--- src/rtl/sctl_pkg.sv ---
package sctl_pkg;
  typedef enum logic [1:0] {
    FR_IDLE   = 2'd0,
    FR_ACTIVE = 2'd1,
    FR_TAIL   = 2'd2
  } fr_state_e;
endpackage

--- src/rtl/sctl_sync.sv ---
module sctl_sync #(
  parameter int         N       = 3,
  parameter logic [N-1:0] RST_VAL = '0
) (
  input  logic         clk_i,
  input  logic         rst_ni,
  input  logic [N-1:0] d_i,
  output logic [N-1:0] q_o
);
  for (genvar g = 0; g < N; g++) begin : g_bit
    logic s1_q, s2_q;
    always_ff @(posedge clk_i or negedge rst_ni) begin
      if (!rst_ni) begin
        s1_q <= RST_VAL[g];
        s2_q <= RST_VAL[g];
      end else begin
        s1_q <= d_i[g];
        s2_q <= s1_q;
      end
    end
    assign q_o[g] = s2_q;
  end
endmodule

--- src/rtl/sctl_framer.sv ---
module sctl_framer
  import sctl_pkg::*;
#(
  parameter int W = 16
) (
  input  logic         clk_i,
  input  logic         rst_ni,
  input  logic         frame15_i,
  input  logic         cs_n_i,
  input  logic         sclk_i,
  input  logic         mosi_i,
  output logic         shift_o,
  output logic         ok_o,
  output logic         err_o,
  output logic [W-1:0] word_o
);
  localparam int CW = $clog2(W + 2);

  fr_state_e      st;
  logic           sclk_q;
  logic           sclk_rise;
  logic [CW-1:0]  cnt;
  logic [W-1:0]   rx;

  always_ff @(posedge clk_i or negedge rst_ni) begin
    if (!rst_ni) sclk_q <= 1'b0;
    else         sclk_q <= sclk_i;
  end

  assign sclk_rise = sclk_i & ~sclk_q;
  assign shift_o   = (st == FR_ACTIVE) & ~cs_n_i & sclk_rise;

  always_ff @(posedge clk_i or negedge rst_ni) begin
    if (!rst_ni) begin
      st     <= FR_IDLE;
      cnt    <= '0;
      rx     <= '0;
      word_o <= '0;
      ok_o   <= 1'b0;
      err_o  <= 1'b0;
    end else begin
      ok_o  <= 1'b0;
      err_o <= 1'b0;
      case (st)
        FR_IDLE: begin
          if (!cs_n_i) begin
            st  <= FR_ACTIVE;
            cnt <= '0;
          end
        end
        FR_ACTIVE: begin
          if (cs_n_i) begin
            st <= FR_IDLE;
            if (frame15_i && cnt == CW'(W - 1)) begin
              st <= FR_TAIL;
            end else if (!frame15_i && cnt == CW'(W)) begin
              ok_o   <= 1'b1;
              word_o <= rx;
            end else begin
              err_o <= 1'b1;
            end
          end else if (sclk_rise) begin
            rx <= {rx[W-2:0], mosi_i};
            if (cnt != CW'(W + 1)) cnt <= cnt + 1'b1;
          end
        end
        FR_TAIL: begin
          // reselect without the completing edge: frame lost
          if (!cs_n_i) begin
            st    <= FR_ACTIVE;
            cnt   <= '0;
            err_o <= 1'b1;
          end else if (sclk_rise) begin
            word_o <= {rx[W-2:0], mosi_i};
            ok_o   <= 1'b1;
            st     <= FR_IDLE;
          end
        end
        default: st <= FR_IDLE;
      endcase
    end
  end
endmodule

--- src/rtl/sctl_resp.sv ---
module sctl_resp #(
  parameter int ADDR_W = 5,
  parameter int DATA_W = 8,
  parameter int W      = 3 + ADDR_W + DATA_W
) (
  input  logic              clk_i,
  input  logic              rst_ni,
  input  logic              ok_i,
  input  logic              err_i,
  input  logic              shift_i,
  input  logic [W-1:0]      word_i,
  input  logic              conv_done_i,
  input  logic [DATA_W-1:0] status_i,
  input  logic [DATA_W-1:0] irq_reg_i,
  input  logic [DATA_W-1:0] rdata_i,
  output logic              we_o,
  output logic              re_o,
  output logic [ADDR_W-1:0] addr_o,
  output logic [DATA_W-1:0] wdata_o,
  output logic              sdo_o
);
  logic              cmd_wr, cmd_rd, cmd_irq;
  logic              irq_sel;
  logic              load;
  logic              done_pend;
  logic [DATA_W-1:0] payload;
  logic [W-1:0]      tx_q;
  logic [W-1:0]      tx_nxt;

  assign cmd_wr  = word_i[W-1];
  assign cmd_rd  = word_i[W-2];
  assign cmd_irq = word_i[W-3];
  assign addr_o  = word_i[DATA_W +: ADDR_W];
  assign wdata_o = word_i[DATA_W-1:0];

  assign we_o    = ok_i & cmd_wr;
  assign re_o    = ok_i & cmd_rd;
  assign irq_sel = ok_i & cmd_irq;
  assign load    = ok_i | err_i;

  always_comb begin
    if (irq_sel)          payload = irq_reg_i;
    else if (ok_i && cmd_rd) payload = rdata_i;
    else                  payload = status_i;
  end

  assign tx_nxt = {done_pend | conv_done_i, err_i, irq_sel, {ADDR_W{1'b0}}, payload};

  always_ff @(posedge clk_i or negedge rst_ni) begin
    if (!rst_ni) begin
      tx_q      <= '0;
      done_pend <= 1'b0;
    end else if (load) begin
      tx_q      <= tx_nxt;
      done_pend <= 1'b0;
    end else begin
      if (shift_i)     tx_q <= {tx_q[W-2:0], 1'b0};
      if (conv_done_i) done_pend <= 1'b1;
    end
  end

  assign sdo_o = tx_q[W-1];
endmodule

--- src/rtl/sctl_serial_port.sv ---
module sctl_serial_port #(
  parameter int ADDR_W = 5,
  parameter int DATA_W = 8
) (
  input  logic              clk_i,
  input  logic              rst_ni,
  input  logic              frame_15_i,
  input  logic              cs_n_i,
  input  logic              sclk_i,
  input  logic              mosi_i,
  output logic              miso_o,
  output logic              miso_oe_o,
  input  logic              conv_done_i,
  input  logic [DATA_W-1:0] status_i,
  input  logic [DATA_W-1:0] irq_reg_i,
  output logic              reg_we_o,
  output logic              reg_re_o,
  output logic [ADDR_W-1:0] reg_addr_o,
  output logic [DATA_W-1:0] reg_wdata_o,
  input  logic [DATA_W-1:0] reg_rdata_i
);
  localparam int W = 3 + ADDR_W + DATA_W;

  logic [2:0]   pins_s;
  logic         shift;
  logic         frame_ok;
  logic         frame_err;
  logic [W-1:0] word;

  sctl_sync #(.N(3), .RST_VAL(3'b100)) u_sync (
    .clk_i (clk_i),
    .rst_ni(rst_ni),
    .d_i   ({cs_n_i, sclk_i, mosi_i}),
    .q_o   (pins_s)
  );

  sctl_framer #(.W(W)) u_framer (
    .clk_i    (clk_i),
    .rst_ni   (rst_ni),
    .frame15_i(frame_15_i),
    .cs_n_i   (pins_s[2]),
    .sclk_i   (pins_s[1]),
    .mosi_i   (pins_s[0]),
    .shift_o  (shift),
    .ok_o     (frame_ok),
    .err_o    (frame_err),
    .word_o   (word)
  );

  sctl_resp #(.ADDR_W(ADDR_W), .DATA_W(DATA_W), .W(W)) u_resp (
    .clk_i      (clk_i),
    .rst_ni     (rst_ni),
    .ok_i       (frame_ok),
    .err_i      (frame_err),
    .shift_i    (shift),
    .word_i     (word),
    .conv_done_i(conv_done_i),
    .status_i   (status_i),
    .irq_reg_i  (irq_reg_i),
    .rdata_i    (reg_rdata_i),
    .we_o       (reg_we_o),
    .re_o       (reg_re_o),
    .addr_o     (reg_addr_o),
    .wdata_o    (reg_wdata_o),
    .sdo_o      (miso_o)
  );

  assign miso_oe_o = ~pins_s[2];
endmodule

--- config.mk ---
export PLATFORM = sky130hd
export DESIGN_NAME = sctl_serial_port
export DESIGN_NICKNAME = d
export VERILOG_FILES = /design/src/rtl/sctl_pkg.sv /design/src/rtl/sctl_sync.sv /design/src/rtl/sctl_framer.sv /design/src/rtl/sctl_resp.sv /design/src/rtl/sctl_serial_port.sv
export SDC_FILE = /design/constraint.sdc
export NUM_CORES = 1
export LEC_CHECK = 0
export ABC_AREA = 1
export BUFFER_PORTS_ARGS = -buffer_cell sky130_fd_sc_hd__clkbuf_2
export CORE_ASPECT_RATIO = 0.8
export CORE_UTILIZATION = 45
export CTS_CLUSTER_DIAMETER = 40
export DETAILED_ROUTE_END_ITERATION = 10
export GPL_TIMING_DRIVEN = 0
export PLACE_DENSITY = 0.67
export SLEW_MARGIN = 20
export SYNTH_ARGS = -nofsm -noshare
export SYNTH_HDL_FRONTEND = slang
export SYNTH_SLANG_ARGS = --single-unit
export TNS_END_PERCENT = 20
--- constraint.sdc ---
create_clock -name clk_i -period 1.78 [get_ports clk_i]
set_input_delay 0.356 -clock clk_i [delete_from_list [all_inputs] [get_ports clk_i]]
set_output_delay 0.356 -clock clk_i [all_outputs]
set_load 0.03 [all_outputs]
Yosys cells after proc, flatten, opt, wreduce, memory -nomap -nowiden
Cells that the tools add are included.
Cells by class
  add/sub/neg operators: 1
  reductions and logical operators: 14
  multiplexer cells: 34
  equality and inequality tests: 16
  bitwise logic cells: 10
Operators by type and width (number)
  $mux 16: 7
  $pmux 16 s2: 1
  $mux 5: 4
  $mux 8: 2
  $ne 2x2->1 const B: 8
  $mux 1: 11
  $mux 2: 5
  $pmux 5 s2: 1
  $reduce_bool 2->1: 4
  $and 1x1->1: 6
  $pmux 2 s3: 1
  $reduce_and 3->1: 2
  $reduce_and 6->1: 1
  $add 5x1->5 const B: 1
  $eq 5x4->1 const B: 1
  $eq 5x5->1 const B: 1
  $ne 5x5->1 const B: 1
  $reduce_and 5->1: 1
  $ne 2x1->1 const B: 2
  $pmux 1 s2: 2
  $logic_and 1x1->1: 3
  $ne 3x2->1 const B: 1
  $eq 2x1->1 const B: 1
  $eq 2x2->1 const B: 1
  5 further kinds: 7
Word-level totals
  output and inout bits: 17
  input port bits: 31
  bits in registers: 65
  logic and storage cells: 90

Logic depth before layout (Yosys ltp)
Gate-level depths: netlist of the first run.
  depth in word-level cells: 6
  gate-level depth with buffers: 9
  gate-level depth less buffers: 9

By module
From an unflattened synthesis of the first run, not the netlist that was laid out.
Unflattened totals
  cells, all modules: 453
  area total of the unflattened synthesis: 3473.3 µm²
Modules (own cells, without submodules)
  sctl_framer: times used 1, area each 2160.8 µm², sequential area each 1051.0 µm², cells each 280
  sctl_resp: times used 1, area each 1133.6 µm², sequential area each 425.4 µm², cells each 163
  sctl_sync: times used 1, area each 175.2 µm², sequential area each 152.6 µm², cells each 9
  sctl_serial_port: times used 1, area each 3.8 µm², sequential area each 0.0 µm², cells each 1

Least setup slack after synthesis of the first run
Ideal clock, no wire load.
  path type: register to register
  start: register u_framer.st[0]
  end: register u_framer.cnt[3]
  setup slack: 0.285 ns
  period minus slack after synthesis: 1.495 ns
  buffers on the path: 0
  stages on the path, launching flop included: 9
  setup time: 0.117 ns
  required time: 1.663 ns
  arrival time: 1.377 ns
  cells stage by stage: dfrtp_1 inv_1 ha_1 nor2_1 nor2_1 nor2_2 nand3_2 nand2_1 nand2_1
On the way
  word-level cells in the longest chain between the ends: 4
  elaborated cells on any way between the ends: 11
  those cells by class: eq/ne: 6; mux: 1; reduce/logical: 4
Ends and longest elaborated chain
  start, declared: line sctl_framer.sv:19  | fr_state_e st;
  start signal, assigned: line sctl_framer.sv:35  | st <= FR_IDLE;
  start signal, assigned: line sctl_framer.sv:47  | st <= FR_ACTIVE;
  start signal, assigned: line sctl_framer.sv:53  | st <= FR_IDLE;
  $eq 2x2->1 or $logic_not 2->1 (tied branches): line sctl_framer.sv:44  | case (st)
  $reduce_or 2->1 (no line)
  $ne 2x2->1 (no line) or $reduce_bool 2->1 (tied branches)
  $reduce_and 5->1 (no line)
  end signal, assigned: line sctl_framer.sv:64  | if (cnt != CW'(W + 1)) cnt <= cnt + 1'b1;
  end, declared: line sctl_framer.sv:22  | logic [CW-1:0] cnt;
Parallel ways exist; a longest one is shown, timed or not.
A chain may end at the register's enable or synchronous reset.

Worst setup path in the final report of the first run
  start: register u_framer.ok_o
  end: output reg_re_o
On the way
  word-level cells in the longest chain between the ends: 1
Ends and longest elaborated chain
  start, declared: line sctl_framer.sv:13  | output logic ok_o,
  start signal, assigned: line sctl_framer.sv:39  | ok_o <= 1'b0;
  start signal, assigned: line sctl_framer.sv:42  | ok_o <= 1'b0;
  start signal, assigned: line sctl_framer.sv:57  | ok_o <= 1'b1;
  $and 1x1->1: line sctl_resp.sv:37  | assign re_o = ok_i & cmd_rd;
  end, declared: line sctl_serial_port.sv:17  | output logic reg_re_o,
Every way passes these cells.

==> reports/metrics.cfg, run 1 <==
[run_status]
status=finished, violations left
violations=design-rule violations

[die]
start_util_pct=47.4
die_area_sq_um=7720
core_area_sq_um=6990
die_w_microns=98.0
die_h_microns=78.8
rows=27
ios=48

[yosys]
yosysWarnings=0
synth_common_cells=nand2_1, dfrtp_1, nand3_1, o21ai_0, inv_1
ys_top_cells_by_area=dfrtp_1, nand2_1, nand3_1
synth_mux_area_share_pct=0
synthAdderAreaFrac_pct=3.02
synth_top_family_by_area=simple AND/OR/NAND/NOR gates
synth_compound_area_share_pct=7.92
syn_nets=454
synth_top_area_share_pct=47.5
ys_types=27
synth_cells=415
synth_ff_type=dfrtp_1
synth_area_sq_um=3320
async_flop_share_pct=100
synth-xor-area-share_pct=0
synth-simple-area-share_pct=29.7
ys_seq_elements=65
synth_edf_count=0
avgSynthCellArea_sq_um=7.99
yosysMostFrequentCell=nand2_1
ys_seq_area_share_pct=49.1
yosysTopAreaCell=dfrtp_1

[placed_design]
portBuffers=47
place.gp.congestion=0.849
dp_hpwl_mm=4.81

[setup_path]
r2r_setup_slack_ps=120
critPathSlowestCell=dfrtp_1
worstPathRequired_ps=1420
path_max_fanout=9
crit_chain=nand2_2 -> clkinv_2 -> clkbuf_2
cp.arrival_ps=1310
cp-end-kind=output pin
crit_type=register to output pin
critPathLaunchType=register
max_stage_delay_ps=440

[grt]
antenna_found_initial=0
grt_pass1_wl_mm=12.0
grt_usage_pct=19.7
grt_max_degree=38
overflow=0
grt_pass1_vias=2674

[timing]
fin_crit_ps=1660
skew_ps=10.4
finalHoldViolations=0
slew_headroom_pct=71.5
setup_viol=0
final-max-slew-violation-count=0
fmax_mhz=601
period_share_pct=93.4
tightest_slew_ps=428
rsz0062_at_grt=yes

[drt]
top_layer_used=met4
dr_wl_met3_microns=275
route.detailed.drc=8
wl_met1_mm=3.45
ant_nets=0
wl_per_cell_microns=12.1
drt_iter0_drc=223
drtPass1Iterations=8
viasPerCell=4.90
dr_total_vias=2771
wl_met2_mm=3.05
wirelength_mm=6.83

[clock_tree]
clock_path_buffers=2
cts_tree=yes
htreeDepth=3
cts_root_buf=clkbuf_8
cts.reportedPaths.clkPinSlew_ps=70
cts.sinks=65
cts-buffers-inserted=9
clk_latency_ps=330

[cells_and_area]
n_antenna_cell=0
final_nets=515
area_growth_pct=17.4
drive_above_1_share_pct=23.0
utilization_pct=55.7

[pwr]
report.power.total_uw=4550
irDropWorstVdd_uv=683
seqPwrFrac_pct=43.0
leakage_uw=0.00204
p_clk_share_pct=26.1
power.internal_uw=2960
power_density_nw_per_um2=1170
pwr-share-comb_pct=31.0
p_sw_uw=1580
sw_frac_of_total_pct=34.8

[run]
drv_cap=0

[min_path]
hold_class=input port to register

worst paths after layout:
| check | from | end | cells after the start |
|---|---|---|---|
| hold reg to reg | u_sync.g_bit[1].s1_q | u_sync.g_bit[1].s2_q | 0 |
| setup / recovery | u_framer.ok_o | reg_re_o | 3 |
| max in group asynchronous | rst_ni | u_sync.g_bit[2].s1_q | 3 |
| setup reg to reg | u_framer.st[0] | u_framer.word_o[4] | 6 |
| min in group asynchronous | rst_ni | u_resp.tx_q[0] | 2 |
| hold / removal | cs_n_i | u_sync.g_bit[2].s1_q | 1 |
logic make-up after synthesis:
kind of cell | Yosys count
AOI/OAI and AO/OA | 50
DFF | 65
and+or+nand+nor | 226
adders and majority gates | 8
buffers and inverters | 66
layer usage:
metal  vias up  GRT usage, %
li1       1426             -
met1      1281          26.3
met2        59          32.0
met3         5          4.58
met4         0          6.36
met5         -             0
layout by cell type (no fill, tap or decap), drive strengths merged, types with 3 or more instances in the layout:
cell type / instances
nor2: 38
dfrtp: 63
clkbuf: 60
ha: 8
buf: 28
nand2: 134
o21ai: 42
a21oi: 3
inv: 37
nand3: 52
metrics by stage:
stage | hold WS (ps) | instance area [sq um] | setup TNS [ps] | instances | worst slack (ps)
final | 115 | 3890 | 0 | 566 | 117
after global routing | 94.6 | 3890 | -16.7 | 566 | -16.7
after CTS | 93.0 | 3880 | 0 | 565 | 57.2
after detailed placement | 335 | 3680 | 0 | 550 | 0.244
after global placement | 333 | 3660 | -4380 | 549 | -72.9
after floorplan | 60.4 | 3320 | 0 | 415 | 285
power groups by stage:
stage / sequential, uW / combinational, uW / clock (uW)
final: 1950 / 1410 / 1190
after global routing: 1990 / 1590 / 1300
after CTS: 1950 / 1410 / 1230
after detailed placement: 1980 / 1390 / 0
after global placement: 1970 / 1370 / 0
after floorplan: 1960 / 1040 / 0
worst max-delay path: cells and delay by family, from the launching register on:
family / cells / cell delay [ps]
AND/OR/NAND/NOR: 1 / 180
flip-flops: 1 / 440
buffers and inverters: 2 / 360
final cells by class:
cell class,instances,area (sq um)
Buffer,28,200
Clock buffer,11,141
Clock inverter,3,42.5
Fill cell,675,3100
Inverter,38,144
Multi-Input combinational cell,284,1350
Sequential cell,65,1630
Tap cell,87,109
Timing Repair Buffer,50,275
registers in the layout, indices dropped and copies added (netlist names):
name,flops
u_sync.g_bit.s1_q,3
u_resp.done_pend,1
u_framer.cnt,5
u_framer.sclk_q,1
u_framer.rx,16
u_framer.st,2
u_framer.word_o,16
u_framer.ok_o,1
u_resp.tx_q,16
u_sync.g_bit.s2_q,3
u_framer.err_o,1
repair_timing:
action                                 4_1_cts  5_1_grt
hold buffers                                 1        0
gates cloned                                 0        0
pin swaps                                    0        1
resized for setup                            2        2
endpoints found under the hold margin       28        0
setup endpoints to repair                    4       20
setup buffers                                0        1
Note: power is estimated with default switching activity, not from simulation.
==> run 2, diff against run 1 <==
--- a/config.mk
+++ b/config.mk
@@ -7,7 +7,6 @@
 export LEC_CHECK = 0
 export ABC_AREA = 1
 export BUFFER_PORTS_ARGS = -buffer_cell sky130_fd_sc_hd__clkbuf_2
-export CORE_ASPECT_RATIO = 0.8
 export CORE_UTILIZATION = 45
 export CTS_CLUSTER_DIAMETER = 40
 export DETAILED_ROUTE_END_ITERATION = 10
==> run 2 against run 1 <==
  * Critical path type unchanged
  * Via count down 0.79%
  * Final area is 1.3% higher
  * Clock power up 6%
  * The flow now finishes without violations
  * Die area about the same
  * Sequential power barely moved
  * Critical path depth is the same
  * Largest power group unchanged
  * Combinational power barely moved
  * Register-to-register slack better by 20 ps
==> reports/metrics.cfg, run 2 (synthesis results as in run 1) <==
[die]
die_w_microns=87.8  ; -10%
start_util_pct=47.7  ; +0.33 points
rows=30  ; +11%
ios=48  ; unchanged
core_area_sq_um=6940  ; -0.70%
die_h_microns=87.8  ; +12%
die_area_sq_um=7720  ; about the same

[setup_path]
path_max_fanout=9  ; unchanged
crit_chain=nand2_2 -> clkinv_2 -> clkbuf_2
reg2reg_depth=7  ; +1
worstPathBufferInverterCount=2  ; unchanged
max_stage_delay_ps=410  ; -30 ps
r2r_setup_slack_ps=140  ; +20 ps
worstPathRequired_ps=1420  ; about the same
crit_type=register to output pin
critPathSlowestCell=dfrtp_1
cp.arrival_ps=1300  ; about the same
critPathLaunchType=register
r2r_start=u_framer.st[0]
cp-end-kind=output pin
crit_family=flip-flops
crit_cells=3  ; unchanged
r2r-end=u_framer.word_o[0]

[cells_and_area]
mostFrequentLayoutCell=nand2_1
utilization_pct=56.8  ; +1.1 points
final_nets=517  ; +0.39%
n_antenna_cell=0  ; unchanged
area_growth_pct=18.9
fill_cells=640  ; -5.2%
seqCellArea_sq_um=1630  ; unchanged
drive_above_1_share_pct=23.6  ; +0.64 points
layout_common_cells=nand2_1, dfrtp_1, nand3_1, clkbuf_2, o21ai_0
multi_input_area_sq_um=1360  ; +0.37%
reg.largest.list=u_framer.rx: 16 flops, u_framer.word_o: 16 flops, u_resp.tx_q: 16 flops

[drt]
wl_per_cell_microns=11.5  ; -4.4%
viasPerCell=4.75  ; -3.0%
route.detailed.drc=0  ; -8
drt_iter0_drc=136  ; -39%
ant_nets=0  ; unchanged
drtPass1Iterations=4  ; -4
wirelength_mm=6.68  ; -2.2%
dr_total_vias=2749  ; -0.79%

[timing]
postLayoutSetupSlackWorst_ps=126  ; +9.43 ps
setup_viol=0  ; unchanged
tightest_slew_ps=433  ; +4.94 ps
finalHoldViolations=0  ; unchanged
fmax_mhz=605  ; +0.57%
skew_ps=12.1  ; +1.66 ps
final-max-slew-violation-count=0  ; unchanged
period_share_pct=92.9  ; -0.53 points
rsz0062_at_grt=no
slew_headroom_pct=71.1  ; -0.33 points
fin_crit_ps=1650  ; -9.43 ps

[clock_tree]
cts_root_buf=clkbuf_8
cts-buffers-inserted=9  ; unchanged
cts.reportedPaths.clkPinSlew_ps=70  ; about the same
cts.sinks=65  ; unchanged
clk_latency_ps=340  ; about the same
htreeDepth=3  ; unchanged
clock_path_buffers=2  ; unchanged
cts_tree=yes

[grt]
overflow=0  ; unchanged
grt_max_degree=46  ; +21%
grt_pass1_vias=2562  ; -4.2%
antenna_found_initial=0  ; unchanged
grt_pass1_wl_mm=11.4  ; -5.4%
grt_usage_pct=19.5  ; -0.19 points

[placed_design]
portBuffers=47  ; unchanged
pre_cts_ws_ps=-77.4  ; -77.6 ps
dp_hpwl_mm=4.64  ; -3.4%
place.gp.congestion=0.793  ; -6.6%

[pwr]
leakage_uw=0.00207  ; +1.1%
irDropWorstVdd_uv=730  ; +7.0%
power_density_nw_per_um2=1180  ; +0.89%

[min_path]
hold_class=input port to register
hold_path_end=u_sync.g_bit[2].s1_q
hp-start=cs_n_i
min_path_cells=1  ; unchanged

[run]
drv_cap=0  ; unchanged

[run_status]
status=completed

## run 2: cell types whose count changed in the layout (fill, tap and decap cells not counted)
cell      change
buf_4         +3
buf_1         +1
buf_12        -1
buf_16        +1
buf_6         -1
clkbuf_1      -1
clkinv_2      +1
clkinv_4      +1
nor2_2        -1
nor2_4        +1
## run 2: report_power, final
group          switching (uW)  total, uW  internal, uW
combinational             899       1440           537
sequential                179       1950          1770
clock                     575       1260           683
## run 2: repair_timing
item	4_1_cts	5_1_grt
buffers inserted	0	3
cloned	0	0
hold endpoints to repair	18	0
resized for setup	3	2
pin swaps	0	1
hold buffers	1	0
endpoints found under the setup margin	6	20
## run 2: worst max-delay path by stage
stage | from | endpoint | slack, ps
6_report | u_framer.ok_o | reg_re_o | 130
5_1_grt | u_framer.st[0] | u_framer.word_o[11] | 0.9
4_1_cts | u_framer.st[0] | u_framer.word_o[13] | 20
3_5_place_dp | u_framer.st[0] | u_framer.cnt[3] | -80
3_3_place_gp | rst_ni | u_resp.tx_q[4] | -90
2_1_floorplan | u_framer.st[0] | u_framer.cnt[3] | 290
## run 2: area by class of cell
cell class	count	area share (%)
Timing Repair Buffer	52	7.55
Inverter	38	3.65
Sequential cell	65	41.3
Tap cell	96	3.05
Buffer	28	4.98
Clock inverter	5	1.43
Clock buffer	11	3.59
Multi-Input combinational cell	284	34.4
## run 2: per-layer routing
metal	share of wire, %	track usage (%)	up-vias	wire length, microns
li1	-	-	1434	-
met1	49	25.4	1232	3280
met2	45	31.4	72	2990
met3	4.6	4.71	11	308
met4	1.5	8.20	0	103
met5	0	0	-	0
## run 2: worst register-to-register path: stages (launching register included)
cell and delay, ps:
dfrtp_1 420, inv_1 130, ha_2 270, buf_2 250, buf_4 210, o21ai_0 110
nand3_1 100, nand2_1 60
## run 2: metrics by stage
step           setup TNS (ps)  cells  area, sq um  hold slack (ps)  total power (uW)
3_3_place_gp            -5900    558         3670              333              3340
3_5_place_dp             -341    559         3700              303              3390
4_1_cts                     0    576         3920             70.6              4660
6_report                    0    579         3940             89.5              4640
2_1_floorplan               0    415         3320             60.4              3000
5_1_grt                     0    579         3940             71.4              4950
==> run 3, diff against run 2 <==
--- a/config.mk
+++ b/config.mk
@@ -15,5 +15,6 @@
 export SLEW_MARGIN = 20
 export SYNTH_ARGS = -nofsm -noshare
 export SYNTH_HDL_FRONTEND = slang
+export SYNTH_HIERARCHICAL = 1
 export SYNTH_SLANG_ARGS = --single-unit
 export TNS_END_PERCENT = 20
==> run 3 against run 2 <==
  * First-iteration DRC count decreased by 2.2%
  * Critical path depth increased by 9
  * Sequential share of layout area decreased by 1.8 points
==> reports/metrics.cfg, run 3 <==
[yosys]
synth_area_sq_um=3470  ; +4.8%
ys_types=28  ; +3.7%
avgSynthCellArea_sq_um=7.67  ; -4.0%
synth_ff_type=dfrtp_1
ys_seq_elements=65  ; unchanged
yosysWarnings=6  ; +6
synth_common_cells=nand2_1, dfrtp_1, inv_1, nand3_1, nor2_1
synth_edf_count=0  ; unchanged
async_flop_share_pct=100  ; unchanged
yosysTopAreaCell=dfrtp_1
ys_top_cells_by_area=dfrtp_1, nand2_1, inv_1
syn_nets=492  ; +8.4%
yosysMostFrequentCell=nand2_1
synth_top_area_share_pct=45.4  ; -2.2 points
ys_seq_area_share_pct=46.9  ; -2.2 points
synth_cells=453  ; +9.2%

[die]
ios=48  ; unchanged
core_area_sq_um=7370  ; +6.1%
rows=31  ; +3.3%
die_w_microns=89.9  ; +2.3%
die_area_sq_um=8070  ; +4.6%
start_util_pct=47.1  ; -0.62 points
die_h_microns=89.9  ; +2.3%

[placed_design]
dp_cells=600  ; +7.3%
portBuffers=47  ; unchanged
place.gp.congestion=0.790  ; -0.39%
pre_cts_ws_ps=-242  ; -165 ps
dp_hpwl_mm=4.87  ; +4.9%

[clock_tree]
cts.sinks=65  ; unchanged
cts.reportedPaths.clkPinSlew_ps=70  ; about the same
cts_root_buf=clkbuf_8
cts_tree=yes
cts-buffers-inserted=9  ; unchanged
clock_path_buffers=2  ; unchanged
htreeDepth=3  ; unchanged
clk_latency_ps=340  ; about the same

[setup_path]
crit_type=register to register
worstPathRequired_ps=2000  ; +580 ps
critPathSlowestCell=dfrtp_1
critPathCapture=u_resp/tx_q[13]
path_max_fanout=9  ; unchanged
r2r_start=u_framer/st[1]
critPathLaunchType=register
cp.arrival_ps=1920  ; +620 ps
max_stage_delay_ps=400  ; about the same
cp_common_cell=inv_2
r2r_setup_slack_ps=80  ; -60 ps
cp-startpoint=u_framer/st[1]
crit_chain=inv_2 -> ha_4 -> inv_1 -> nor2_2 -> nand2_2 -> inv_2 -> buf_6 -> inv_2 -> o21ai_2 -> nand2_1 -> o31ai_1 -> inv_1
worstPathBufferInverterCount=6  ; +4
crit_cells=12  ; +9
cp-end-kind=register
reg2reg_depth=12  ; +5
crit_family=buffers and inverters
r2r-end=u_resp/tx_q[13]

[drt]
wl_met1_mm=3.23  ; -1.5%
ant_nets=0  ; unchanged
wl_met2_mm=3.22  ; +7.9%
dr_total_vias=2907  ; +5.7%
route.detailed.drc=0  ; unchanged
wirelength_mm=6.76  ; +1.2%
drt_iter0_drc=133  ; -2.2%
wl_per_cell_microns=10.9  ; -5.2%
top_layer_used=met4
viasPerCell=4.70  ; -0.93%
drtPass1Iterations=7  ; +3
dr_wl_met3_microns=235  ; -24%

[cells_and_area]
final_nets=553  ; +7.0%
layout_common_cells=nand2_1, dfrtp_1, inv_1, clkbuf_2, nand3_1
mostFrequentLayoutCell=nand2_1
drive_above_1_share_pct=25.0  ; +1.4 points
finalNonFillerCells=618  ; +6.7%
n_antenna_cell=0  ; unchanged
area_growth_pct=18.8  ; about the same
reg.largest.list=u_framer/rx: 16 flops, u_framer/word_o: 16 flops, u_resp/tx_q: 16 flops

[pwr]
report.power.total_uw=4850  ; +4.5%
irDropWorstVdd_uv=896  ; +23%
leakage_uw=0.00225  ; +8.9%
power_density_nw_per_um2=1180  ; -0.18%

[grt]
grt_pass1_vias=2765  ; +7.9%
grt_pass1_wl_mm=12.2  ; +7.5%
antenna_found_initial=0  ; unchanged
overflow=0  ; unchanged
grt_max_degree=37  ; -20%
grt_usage_pct=18.8  ; -0.73 points

[timing]
hold_slack_ps=95.2  ; +5.65 ps
finalHoldViolations=0  ; unchanged
period_share_pct=95.4  ; +2.5 points
fmax_mhz=589  ; -2.6%
final-max-slew-violation-count=0  ; unchanged
rsz0062_at_grt=yes
skew_ps=9.57  ; -2.51 ps
setup_viol=0  ; unchanged
slew_headroom_pct=71.9  ; +0.79 points
fin_crit_ps=1700  ; +44.2 ps
tightest_slew_ps=421  ; -11.9 ps
postLayoutSetupSlackWorst_ps=82.2  ; -44.2 ps

[min_path]
hp-start=cs_n_i
hold_class=input port to register

[run]
drv_cap=0  ; unchanged

[run_status]
status=completed

[run 3: kinds of logic (layout without fill, tap and decap cells)]
group,count (synthesis),after routing,synth area share (%)
AOI/OAI and AO/OA,51,51,8.11
adders and majority gates,8,8,2.88
buffers and inverters,90,156,12.9
DFF,65,65,46.9
and+or+nand+nor,239,239,29.2
[run 3: what timing repair did]
action                     in CTS  in global routing
hold endpoints to repair       29                  0
setup endpoints to repair      16                 36
setup buffers                   1                  0
gates resized for setup         5                 12
hold buffers                    1                  0
[run 3: stage by stage]
| step | TNS (ps) | utilization, % | cell area [sq um] |
|---|---|---|---|
| after floorplan | 0 | - | 3470 |
| after global placement | -6050 | 52.0 | 3830 |
| after detailed placement | -2570 | 52.3 | 3850 |
| after CTS | 0 | 55.8 | 4110 |
| after global routing | -297 | 56.0 | 4130 |
| final | 0 | 56.0 | 4130 |
[run 3: metal layers]
metal	global-route usage, %	up-vias
met4	4.97	0
met5	0	-
met1	25.1	1338
met3	5.67	7
met2	29.9	53
li1	-	1509
[run 3: cell type report]
class / count / area, sq um
Clock buffer: 10 / 128
Multi-Input combinational cell: 298 / 1420
Sequential cell: 65 / 1630
Timing Repair Buffer: 50 / 275
Fill cell: 725 / 3240
Clock inverter: 6 / 92.6
Inverter: 59 / 226
Tap cell: 99 / 124
Buffer: 31 / 234
[run 3: how the worst min path moves through the flow]
stage	to	slack, ps	depth (start not counted)
6_report	u_sync/g_bit[2].s1_q	100	1
4_1_cts	u_sync/g_bit[2].s1_q	80	1
3_5_place_dp	u_sync/g_bit[0].s2_q	340	0
2_1_floorplan	u_framer/cnt[0]	60	0
3_3_place_gp	u_sync/g_bit[1].s2_q	330	0
5_1_grt	u_sync/g_bit[2].s1_q	70	1
[run 3: power by group]
part	switching (uW)	internal [uW]	total, uW
Sequential	192	1790	1980
Clock	574	793	1370
Combinational	934	573	1510
Total	1700	3150	4850
